$ cat config.mk
export PLATFORM = sky130hd
export DESIGN_NAME = amem_ctrl
export DESIGN_NICKNAME = d
export VERILOG_FILES = /design/src/rtl/amem_pkg.sv /design/src/rtl/amem_cyc_cnt.sv /design/src/rtl/amem_xfer_reg.sv /design/src/rtl/amem_rd_cap.sv /design/src/rtl/amem_ctrl.sv
export SDC_FILE = /design/constraint.sdc
export NUM_CORES = 1
export LEC_CHECK = 0
export ABC_AREA = 1
export CAP_MARGIN = 20
export CORE_MARGIN = 2
export CORE_UTILIZATION = 38
export CTS_CLUSTER_DIAMETER = 40
export DETAILED_ROUTE_END_ITERATION = 10
export PLACE_DENSITY_LB_ADDON = 0.1
export SYNTH_ARGS = -nofsm -noshare
export SYNTH_HDL_FRONTEND = slang
export SYNTH_SLANG_ARGS = --single-unit
$ cat constraint.sdc
create_clock -name clk -period 1.4 [get_ports clk]
set_input_delay 0.28 -clock clk [delete_from_list [all_inputs] [get_ports clk]]
set_output_delay 0.28 -clock clk [all_outputs]
set_load 0.02 [all_outputs]
$ cat src/rtl/amem_pkg.sv
package amem_pkg;

    typedef enum logic [2:0] {
        ST_OFF,
        ST_RD_ACC,
        ST_RD_OPEN,
        ST_WR_TURN,
        ST_WR_DRIVE,
        ST_WR_REC
    } amem_state_e;

    // Whole clock cycles needed to cover t_ps, rounded up.
    function automatic int unsigned cyc_ceil(input int unsigned t_ps, input int unsigned clk_ps);
        return (t_ps + clk_ps - 1) / clk_ps;
    endfunction

    function automatic int unsigned at_least(input int unsigned v, input int unsigned lo);
        return (v < lo) ? lo : v;
    endfunction

endpackage

$ cat src/rtl/amem_cyc_cnt.sv
// Cycle counter: cleared on state entry, saturates at all-ones.
module amem_cyc_cnt #(
    parameter int unsigned CW = 4
) (
    input  logic          clk,
    input  logic          rst_n,
    input  logic          clr_i,
    output logic [CW-1:0] cnt_o
);
    always_ff @(posedge clk or negedge rst_n) begin
        if (!rst_n) begin
            cnt_o <= '0;
        end else if (clr_i) begin
            cnt_o <= '0;
        end else if (cnt_o != {CW{1'b1}}) begin
            cnt_o <= cnt_o + 1'b1;
        end
    end
endmodule

$ cat src/rtl/amem_xfer_reg.sv
// Holds the address and write byte of the accepted request.
module amem_xfer_reg #(
    parameter int unsigned AW = 21,
    parameter int unsigned DW = 8
) (
    input  logic          clk,
    input  logic          rst_n,
    input  logic          ld_i,
    input  logic [AW-1:0] addr_i,
    input  logic [DW-1:0] data_i,
    output logic [AW-1:0] addr_o,
    output logic [DW-1:0] data_o
);
    always_ff @(posedge clk or negedge rst_n) begin
        if (!rst_n) begin
            addr_o <= '0;
            data_o <= '0;
        end else if (ld_i) begin
            addr_o <= addr_i;
            data_o <= data_i;
        end
    end
endmodule

$ cat src/rtl/amem_rd_cap.sv
// Samples the memory bus at the end of the access window and flags it.
module amem_rd_cap #(
    parameter int unsigned DW = 8
) (
    input  logic          clk,
    input  logic          rst_n,
    input  logic          cap_i,
    input  logic [DW-1:0] d_i,
    output logic [DW-1:0] q_o,
    output logic          vld_o
);
    always_ff @(posedge clk or negedge rst_n) begin
        if (!rst_n) begin
            q_o   <= '0;
            vld_o <= 1'b0;
        end else begin
            vld_o <= cap_i;
            if (cap_i) begin
                q_o <= d_i;
            end
        end
    end
endmodule

$ cat src/rtl/amem_ctrl.sv
module amem_ctrl
    import amem_pkg::*;
#(
    parameter int unsigned AW        = 21,
    parameter int unsigned DW        = 8,
    parameter int unsigned CLK_PS    = 10000,
    parameter int unsigned T_ACC_PS  = 45000,
    parameter int unsigned T_RC_PS   = 45000,
    parameter int unsigned T_TURN_PS = 15000,
    parameter int unsigned T_WP_PS   = 35000
) (
    input  logic          clk,
    input  logic          rst_n,
    input  logic          allow_i,
    input  logic          host_req_i,
    input  logic          host_we_i,
    input  logic [AW-1:0] host_addr_i,
    input  logic [DW-1:0] host_wdata_i,
    output logic          host_rdy_o,
    output logic [DW-1:0] host_rdata_o,
    output logic          host_rvalid_o,
    output logic [AW-1:0] mem_addr_o,
    output logic          mem_ce_n_o,
    output logic          mem_we_n_o,
    output logic          mem_oe_n_o,
    output logic [DW-1:0] mem_dq_o,
    output logic          mem_dq_oe_o,
    input  logic [DW-1:0] mem_dq_i
);
    localparam int unsigned ACC_CYC  = at_least(cyc_ceil(T_ACC_PS, CLK_PS), 1);
    localparam int unsigned RC_CYC   = at_least(cyc_ceil(T_RC_PS, CLK_PS), ACC_CYC);
    localparam int unsigned TURN_CYC = at_least(cyc_ceil(T_TURN_PS, CLK_PS), 1);
    localparam int unsigned WP_CYC   = at_least(cyc_ceil(T_WP_PS, CLK_PS), 1);
    localparam int unsigned MAX_CYC  = at_least(at_least(RC_CYC, TURN_CYC), WP_CYC);
    localparam int unsigned CW       = $clog2(MAX_CYC + 1);

    localparam logic [CW-1:0] ACC_LAST  = CW'(ACC_CYC - 1);
    localparam logic [CW-1:0] RC_LAST   = CW'(RC_CYC - 1);
    localparam logic [CW-1:0] TURN_LAST = CW'(TURN_CYC - 1);
    localparam logic [CW-1:0] WP_LAST   = CW'(WP_CYC - 1);

    amem_state_e   state_q, state_d;
    logic [CW-1:0] cnt;
    logic          accept;
    logic          capture;

    // Ready only in states that can take a new request.
    always_comb begin
        host_rdy_o = allow_i && ((state_q == ST_OFF) || (state_q == ST_RD_OPEN));
    end

    assign accept  = host_req_i && host_rdy_o;
    assign capture = (state_q == ST_RD_ACC) && (cnt == ACC_LAST);

    // State register
    always_ff @(posedge clk or negedge rst_n) begin
        if (!rst_n) begin
            state_q <= ST_OFF;
        end else begin
            state_q <= state_d;
        end
    end

    // Next-state logic
    always_comb begin
        state_d = state_q;
        unique case (state_q)
            ST_OFF: begin
                if (accept) begin
                    state_d = host_we_i ? ST_WR_DRIVE : ST_RD_ACC;
                end
            end
            ST_RD_ACC: begin
                if (cnt == RC_LAST) begin
                    state_d = ST_RD_OPEN;
                end
            end
            ST_RD_OPEN: begin
                if (accept) begin
                    state_d = host_we_i ? ST_WR_TURN : ST_RD_ACC;
                end else begin
                    state_d = ST_OFF;
                end
            end
            ST_WR_TURN: begin
                if (cnt == TURN_LAST) begin
                    state_d = ST_WR_DRIVE;
                end
            end
            ST_WR_DRIVE: begin
                if (cnt == WP_LAST) begin
                    state_d = ST_WR_REC;
                end
            end
            ST_WR_REC: begin
                state_d = ST_OFF;
            end
            default: begin
                state_d = ST_OFF;
            end
        endcase
    end

    // Output decode
    always_comb begin
        mem_ce_n_o  = 1'b1;
        mem_we_n_o  = 1'b1;
        mem_oe_n_o  = 1'b1;
        mem_dq_oe_o = 1'b0;
        unique case (state_q)
            ST_OFF: begin
            end
            ST_RD_ACC, ST_RD_OPEN: begin
                mem_ce_n_o = 1'b0;
                mem_oe_n_o = 1'b0;
            end
            ST_WR_TURN: begin
                mem_ce_n_o = 1'b0;
                mem_we_n_o = 1'b0;
            end
            ST_WR_DRIVE: begin
                mem_ce_n_o  = 1'b0;
                mem_we_n_o  = 1'b0;
                mem_dq_oe_o = 1'b1;
            end
            ST_WR_REC: begin
                mem_ce_n_o  = 1'b0;
                mem_dq_oe_o = 1'b1;
            end
            default: begin
            end
        endcase
    end

    amem_cyc_cnt #(.CW(CW)) u_cnt (
        .clk   (clk),
        .rst_n (rst_n),
        .clr_i (state_d != state_q),
        .cnt_o (cnt)
    );

    amem_xfer_reg #(.AW(AW), .DW(DW)) u_xfer (
        .clk    (clk),
        .rst_n  (rst_n),
        .ld_i   (accept),
        .addr_i (host_addr_i),
        .data_i (host_wdata_i),
        .addr_o (mem_addr_o),
        .data_o (mem_dq_o)
    );

    amem_rd_cap #(.DW(DW)) u_cap (
        .clk   (clk),
        .rst_n (rst_n),
        .cap_i (capture),
        .d_i   (mem_dq_i),
        .q_o   (host_rdata_o),
        .vld_o (host_rvalid_o)
    );

endmodule

==> impl_metrics.json, run 1 <==
{
  "status": "finished with violations",
  "violations": "setup timing",
  "yosys_warnings": 0,
  "slew-limit-headroom_pct": 83.6,
  "synth_area_sq_mm": 0.00198,
  "initial_utilization_pct": 39.0,
  "preCtsSetupSlack_ps": -418,
  "vias": 1939,
  "max_stage_delay_ps": 410,
  "cp_slowest_cell": "dfrtp_1",
  "cpLargestDelayFamily": "flip-flops",
  "worstPathRequired_ps": 1120,
  "skew_ps": 6.16,
  "clock_path_buffers": 2,
  "cts_sinks": 44,
  "wl_per_cell_microns": 13.1,
  "num-nets-final": 407,
  "io_pins": 85,
  "h-tree-depth": 2,
  "gp_congestion": 0.831,
  "cp_cell_sequence": "buf_4 -> nand3_2 -> nand2_2 -> nor3b_4 -> buf_6",
  "leakagePower_nw": 1.87,
  "worstSetupStartpointType": "flop",
  "synthDistinctLibCells": 26,
  "pwr_density_cell_mw_per_mm2": 2050,
  "cts_buffers": 5,
  "ys_seq_area_share_pct": 55.6,
  "setup_slack_ps": -224,
  "portBuffers": 84,
  "grt_max_degree": 45,
  "endpoint_kind": "output pin",
  "overflow": 0,
  "dieArea_sq_mm": 0.00580,
  "clock.fmax_mhz": 616,
  "ir_worst_vdd_mv": 1.14,
  "grt_pass1_wl_microns": 9010,
  "routed_via_density": 4.50,
  "die_h_microns": 76.2,
  "synthCells": 232,
  "placementRows": 26,
  "grt_usage_pct": 19.6,
  "rrSetupSlack_ps": -180,
  "worst-path-max-fanout": 3,
  "rsz0062_at_grt": "yes",
  "maxSlewViolCount": 0,
  "syn_to_final_growth_pct": 77.9,
  "min_path_type": "flop to flop",
  "fillCellCount": 403,
  "period_share_pct": 116,
  "totalWireLength_microns": 5630,
  "layout-drive-gt1-share_pct": 25.5,
  "ys_seq_elements": 44,
  "num_antenna_cells": 0,
  "coreArea_sq_mm": 0.00507,
  "fin_cells": 431,
  "fin_util_pct": 69.4,
  "cp.buffers_inverters": 2,
  "holdWs_ps": 473,
  "worstSetupPathType": "flop to output pin",
  "place_inst": 405,
  "drc_errors": 0,
  "finalHoldViolCount": 0,
  "arrival_ps": 1340,
  "dpl.hpwl_microns": 3460,
  "clk_pin_slew_ps": 90,
  "worstMarginPinSlew_ps": 246,
  "period_needed_ps": 1620,
  "first_pass_iters": 4,
  "cts_tree": "done",
  "mostFrequentLayoutCells": "nand2_1 (114), dfrtp_1 (42), clkdlybuf4s50_1 (40)",
  "setup_violations": 37,
  "ant_nets": 0,
  "die_w_microns": 76.2,
  "final_common_cell": "nand2_1",
  "syn_nets": 279,
  "synth_area_per_cell_sq_um": 8.53,
  "p_total_mw": 7.22,
  "cts_root_buf": "clkbuf_8",
  "grt_pass1_vias": 1951,
  "drt_iter0_markers": 75,
  "antenna_found_initial": 0,
  "cap_violations": 0,
  "clk_latency_ps": 300
}
-- what timing repair did --
action / 4_1_cts / 5_1_grt
endpoints found under the setup margin: 83 / 46
buffers inserted: 9 / 2
resized for setup: 89 / 17
gates cloned: 2 / 5
pin swaps: 6 / 7
hold endpoints to repair: 44 / 0
hold buffers: 1 / 0
-- final timing paths --
kind                         startpoint              to  cells after the start
max reg2reg                  state_q[0]  u_cnt.cnt_o[1]                     11
min reg2reg                u_cap.q_o[2]    u_cap.q_o[2]                      2
min in group asynchronous         rst_n    u_cap.q_o[0]                      3
max in group asynchronous         rst_n      state_q[0]                      3
min                        u_cap.q_o[2]    u_cap.q_o[2]                      2
max                          state_q[1]      mem_ce_n_o                      5
-- logic make-up (layout without fill, tap and decap cells) --
logic type	count (synthesis)	count (layout)	synth area share (%)
flip-flops	44	44	55.6
XOR/XNOR	1	1	0.443
adder cells (fa/ha/maj)	5	5	3.16
AND/OR/NAND/NOR	155	155	33.2
buffers and inverters	21	150	5.82
AO/OA/AOI/OAI	6	6	1.71
-- cells in the mapped netlist (all sizes together) --
cell    instances  area (sq um)
a21oi           1          5.00
and2            1          6.26
buf             7          50.1
clkbuf          1          3.75
clkinv          1          16.3
dfrtp          44          1100
ha              5          62.6
inv            12          45.1
nand2         129           494
nand3           9          72.6
nand3b          1          7.51
nand4           2          12.5
nor2           12          57.6
nor3b           1          7.51
o21ai           5          28.8
xor2            1          8.76
-- per-stage QoR --
| stage | cell area, sq um | setup TNS [ps] |
|---|---|---|
| 2_1_floorplan | 1990 | 0 |
| 3_3_place_gp | 3080 | -6800 |
| 3_5_place_dp | 3080 | -7200 |
| 4_1_cts | 3360 | -5800 |
| 5_1_grt | 3520 | -6850 |
| 6_report | 3520 | -3510 |
-- report_power, final --
part	total, mW	internal [mW]	switching (mW)
registers	2.27	1.90	0.373
clock network	0.832	0.394	0.437
logic	4.12	1.91	2.21
-- sequential cells by signal, indices dropped and copies added, names as in the netlist --
name and flops:
u_xfer.addr_o 21, u_cap.q_o 8, u_xfer.data_o 8, state_q 3, u_cnt.cnt_o 3, u_cap.vld_o 1
-- cell type report --
type / instances / area [sq um] / share of cell area (%)
timing repair buffer: 129 / 1340 / 38.1
tap: 70 / 87.6 / 2.49
multi-input combinational: 167 / 832 / 23.6
clock inverter: 2 / 10.0 / 0.284
clock buffer: 6 / 82.6 / 2.34
sequential: 44 / 1100 / 31.3
inverter: 13 / 63.8 / 1.81
-- tightest hold or removal path: stages, from the launching register on --
cell and delay (ps):
dfrtp_1 340, nand2_1 50, nand2_1 50
-- routing by layer --
metal	GRT usage [%]	vias up	part of all wire, %
met5	0	-	0
met4	6.36	0	1.6
met3	4.62	9	5.2
met2	33.8	55	48
met1	24.2	913	45
li1	-	962	-
(Power assumes the default switching activity.)
==> run 2, diff against run 1 <==
- CORE_UTILIZATION: 38 -> 45
- clock period: 1.4 -> 1.95 ns (I/O delays scaled with it)
==> impl_metrics.json, run 2 (synthesis gave the netlist of run 1 again) <==
{
  "status": "complete, no violations",
  "clock.fmax_mhz": 539,
  "largestRegisters": "u_xfer.addr_o: 21 flops, u_cap.q_o: 8 flops, u_xfer.data_o: 8 flops",
  "num-nets-final": 374,
  "fin_util_pct": 70.0,
  "fillCellCount": 343,
  "maxSlewViolCount": 0,
  "h-tree-depth": 2,
  "endpoint_kind": "output pin",
  "p_total_mw": 4.73,
  "skew_ps": 4.38,
  "period_needed_ps": 1850,
  "largest_reg_flops": 21,
  "placementRows": 24,
  "worst-path-max-fanout": 6,
  "cp.depth": 6,
  "grt_max_degree": 45,
  "final_common_cell": "nand2_1",
  "clk_pin_slew_ps": 80,
  "totalWireLength_microns": 4570,
  "fin_area_sq_mm": 0.00301,
  "mostFrequentLayoutCells": "nand2_1 (125), clkdlybuf4s50_1 (78), dfrtp_1 (42)",
  "syn_to_final_growth_pct": 51.9,
  "arrival_ps": 1460,
  "drc_errors": 0,
  "clk_latency_ps": 290,
  "slew-limit-headroom_pct": 62.9,
  "cp_cell_sequence": "nor2_2 -> nand2_1 -> buf_4 -> nand2_2 -> inv_1 -> clkdlybuf4s15_1",
  "internal_power_mw": 2.82,
  "die_h_microns": 70.3,
  "cpLargestDelayFamily": "buffers and inverters",
  "rrSetupSlack_ps": 420,
  "cp.buffers_inverters": 3,
  "wl_per_cell_microns": 12.0,
  "clock_path_buffers": 2,
  "antenna_found_initial": 0,
  "cts_root_buf": "clkbuf_8",
  "top_register": "u_xfer.addr_o",
  "cts_sinks": 44,
  "pwr-share-clk_pct": 12.3,
  "worstSetupPathType": "flop to output pin",
  "dpl.hpwl_microns": 3240,
  "cts_tree": "done",
  "min_path_type": "input port to asynchronous set/reset pin",
  "swShare_pct": 40.3,
  "num_antenna_cells": 0,
  "share_comb_of_total_power_pct": 53.4,
  "worstSetupStartpointType": "flop",
  "holdWs_ps": 165,
  "io_pins": 85,
  "ant_nets": 0,
  "worstPathRequired_ps": 1560,
  "drt_iter0_markers": 146,
  "layout-drive-gt1-share_pct": 11.9,
  "coreArea_sq_mm": 0.00429,
  "leakagePower_nw": 1.52,
  "portBuffers": 84,
  "p_sw_mw": 1.91,
  "die_w_microns": 70.3,
  "worstMarginPinSlew_ps": 557,
  "first_pass_iters": 4,
  "rr_worst_depth": 11,
  "gp_congestion": 0.863,
  "ctsHoldBuffers": 0,
  "routed_via_density": 4.62,
  "max_stage_delay_ps": 450,
  "timing.rr.end": "u_cnt.cnt_o[0]",
  "grt_pass1_wl_microns": 7620,
  "overflow": 0,
  "vias": 1754,
  "period_share_pct": 95.1,
  "pwr_density_cell_mw_per_mm2": 1570,
  "ir_worst_vdd_mv": 0.747,
  "cts_buffers": 5,
  "dieArea_sq_mm": 0.00494,
  "initial_utilization_pct": 46.1,
  "cap_violations": 0,
  "cp_slowest_cell": "dfrtp_2",
  "pwr-share-seq_pct": 34.2,
  "finalHoldViolCount": 0,
  "place_area_sq_mm": 0.00290,
  "grt_usage_pct": 19.7,
  "rr_startpoint": "state_q[2]",
  "setup_violations": 0,
  "grt_pass1_vias": 1695
}
run 2: cell types whose count changed in the layout (fill, tap and decap cells not counted), sizes merged:
cell and delta:
clkinvlp +1, dlygate4sd3 -1, buf -33, clkinv -2
dlygate4sd2 -35, clkbuf -2, clkdlybuf4s50 +38, clkdlybuf4s15 +1
run 2: metrics by stage:
| stage | std cells | TNS, ps | setup WS, ps |
|---|---|---|---|
| 2_1_floorplan | 232 | 0 | 216 |
| 4_1_cts | 378 | 0 | 9.49 |
| 5_1_grt | 380 | -2.46 | -2.46 |
| 3_5_place_dp | 370 | -38.6 | -28.7 |
| 6_report | 380 | 0 | 95.9 |
| 3_3_place_gp | 370 | -7.56 | -6.31 |
run 2: area by class of cell:
type	count	area [sq um]	area share, %
Tap cell	52	65.1	2.16
Timing Repair Buffer	96	917	30.5
Inverter	13	61.3	2.04
Sequential cell	44	1100	36.7
Multi-Input combinational cell	167	766	25.5
Clock buffer	7	86.3	2.87
Clock inverter	1	7.51	0.250
run 2: per-layer routing:
layer / part of all wire (%) / GRT usage, % / vias to the layer above / wire length [microns]
met2: 46 / 30.4 / 61 / 2100
met5: 0 / 0 / - / 0
met1: 44 / 25.5 / 794 / 2030
met4: 1.4 / 7.91 / 0 / 65
li1: - / - / 893 / -
met3: 8.2 / 6.78 / 6 / 373
run 2: how the worst max path moves through the flow:
stage	start	endpoint
2_1_floorplan	state_q[0]	mem_ce_n_o
3_3_place_gp	allow_i	host_rdy_o
3_5_place_dp	state_q[0]	mem_ce_n_o
4_1_cts	state_q[0]	mem_we_n_o
5_1_grt	state_q[1]	mem_we_n_o
6_report	state_q[1]	mem_we_n_o
run 2: power by group through the flow:
| stage | sequential (mW) | clock, mW | combinational [mW] |
|---|---|---|---|
| detailed placement | 1.61 | 0 | 2.56 |
| CTS | 1.61 | 0.607 | 2.53 |
| global placement | 1.60 | 0 | 2.52 |
| global route | 1.68 | 0.631 | 2.78 |
| finish | 1.62 | 0.583 | 2.53 |
| floorplan | 2.10 | 0 | 0.955 |
run 2: timing repair:
item | CTS | global route
cloned | 0 | 0
setup buffers | 0 | 2
endpoints found under the setup margin | 5 | 2
resized for setup | 7 | 5
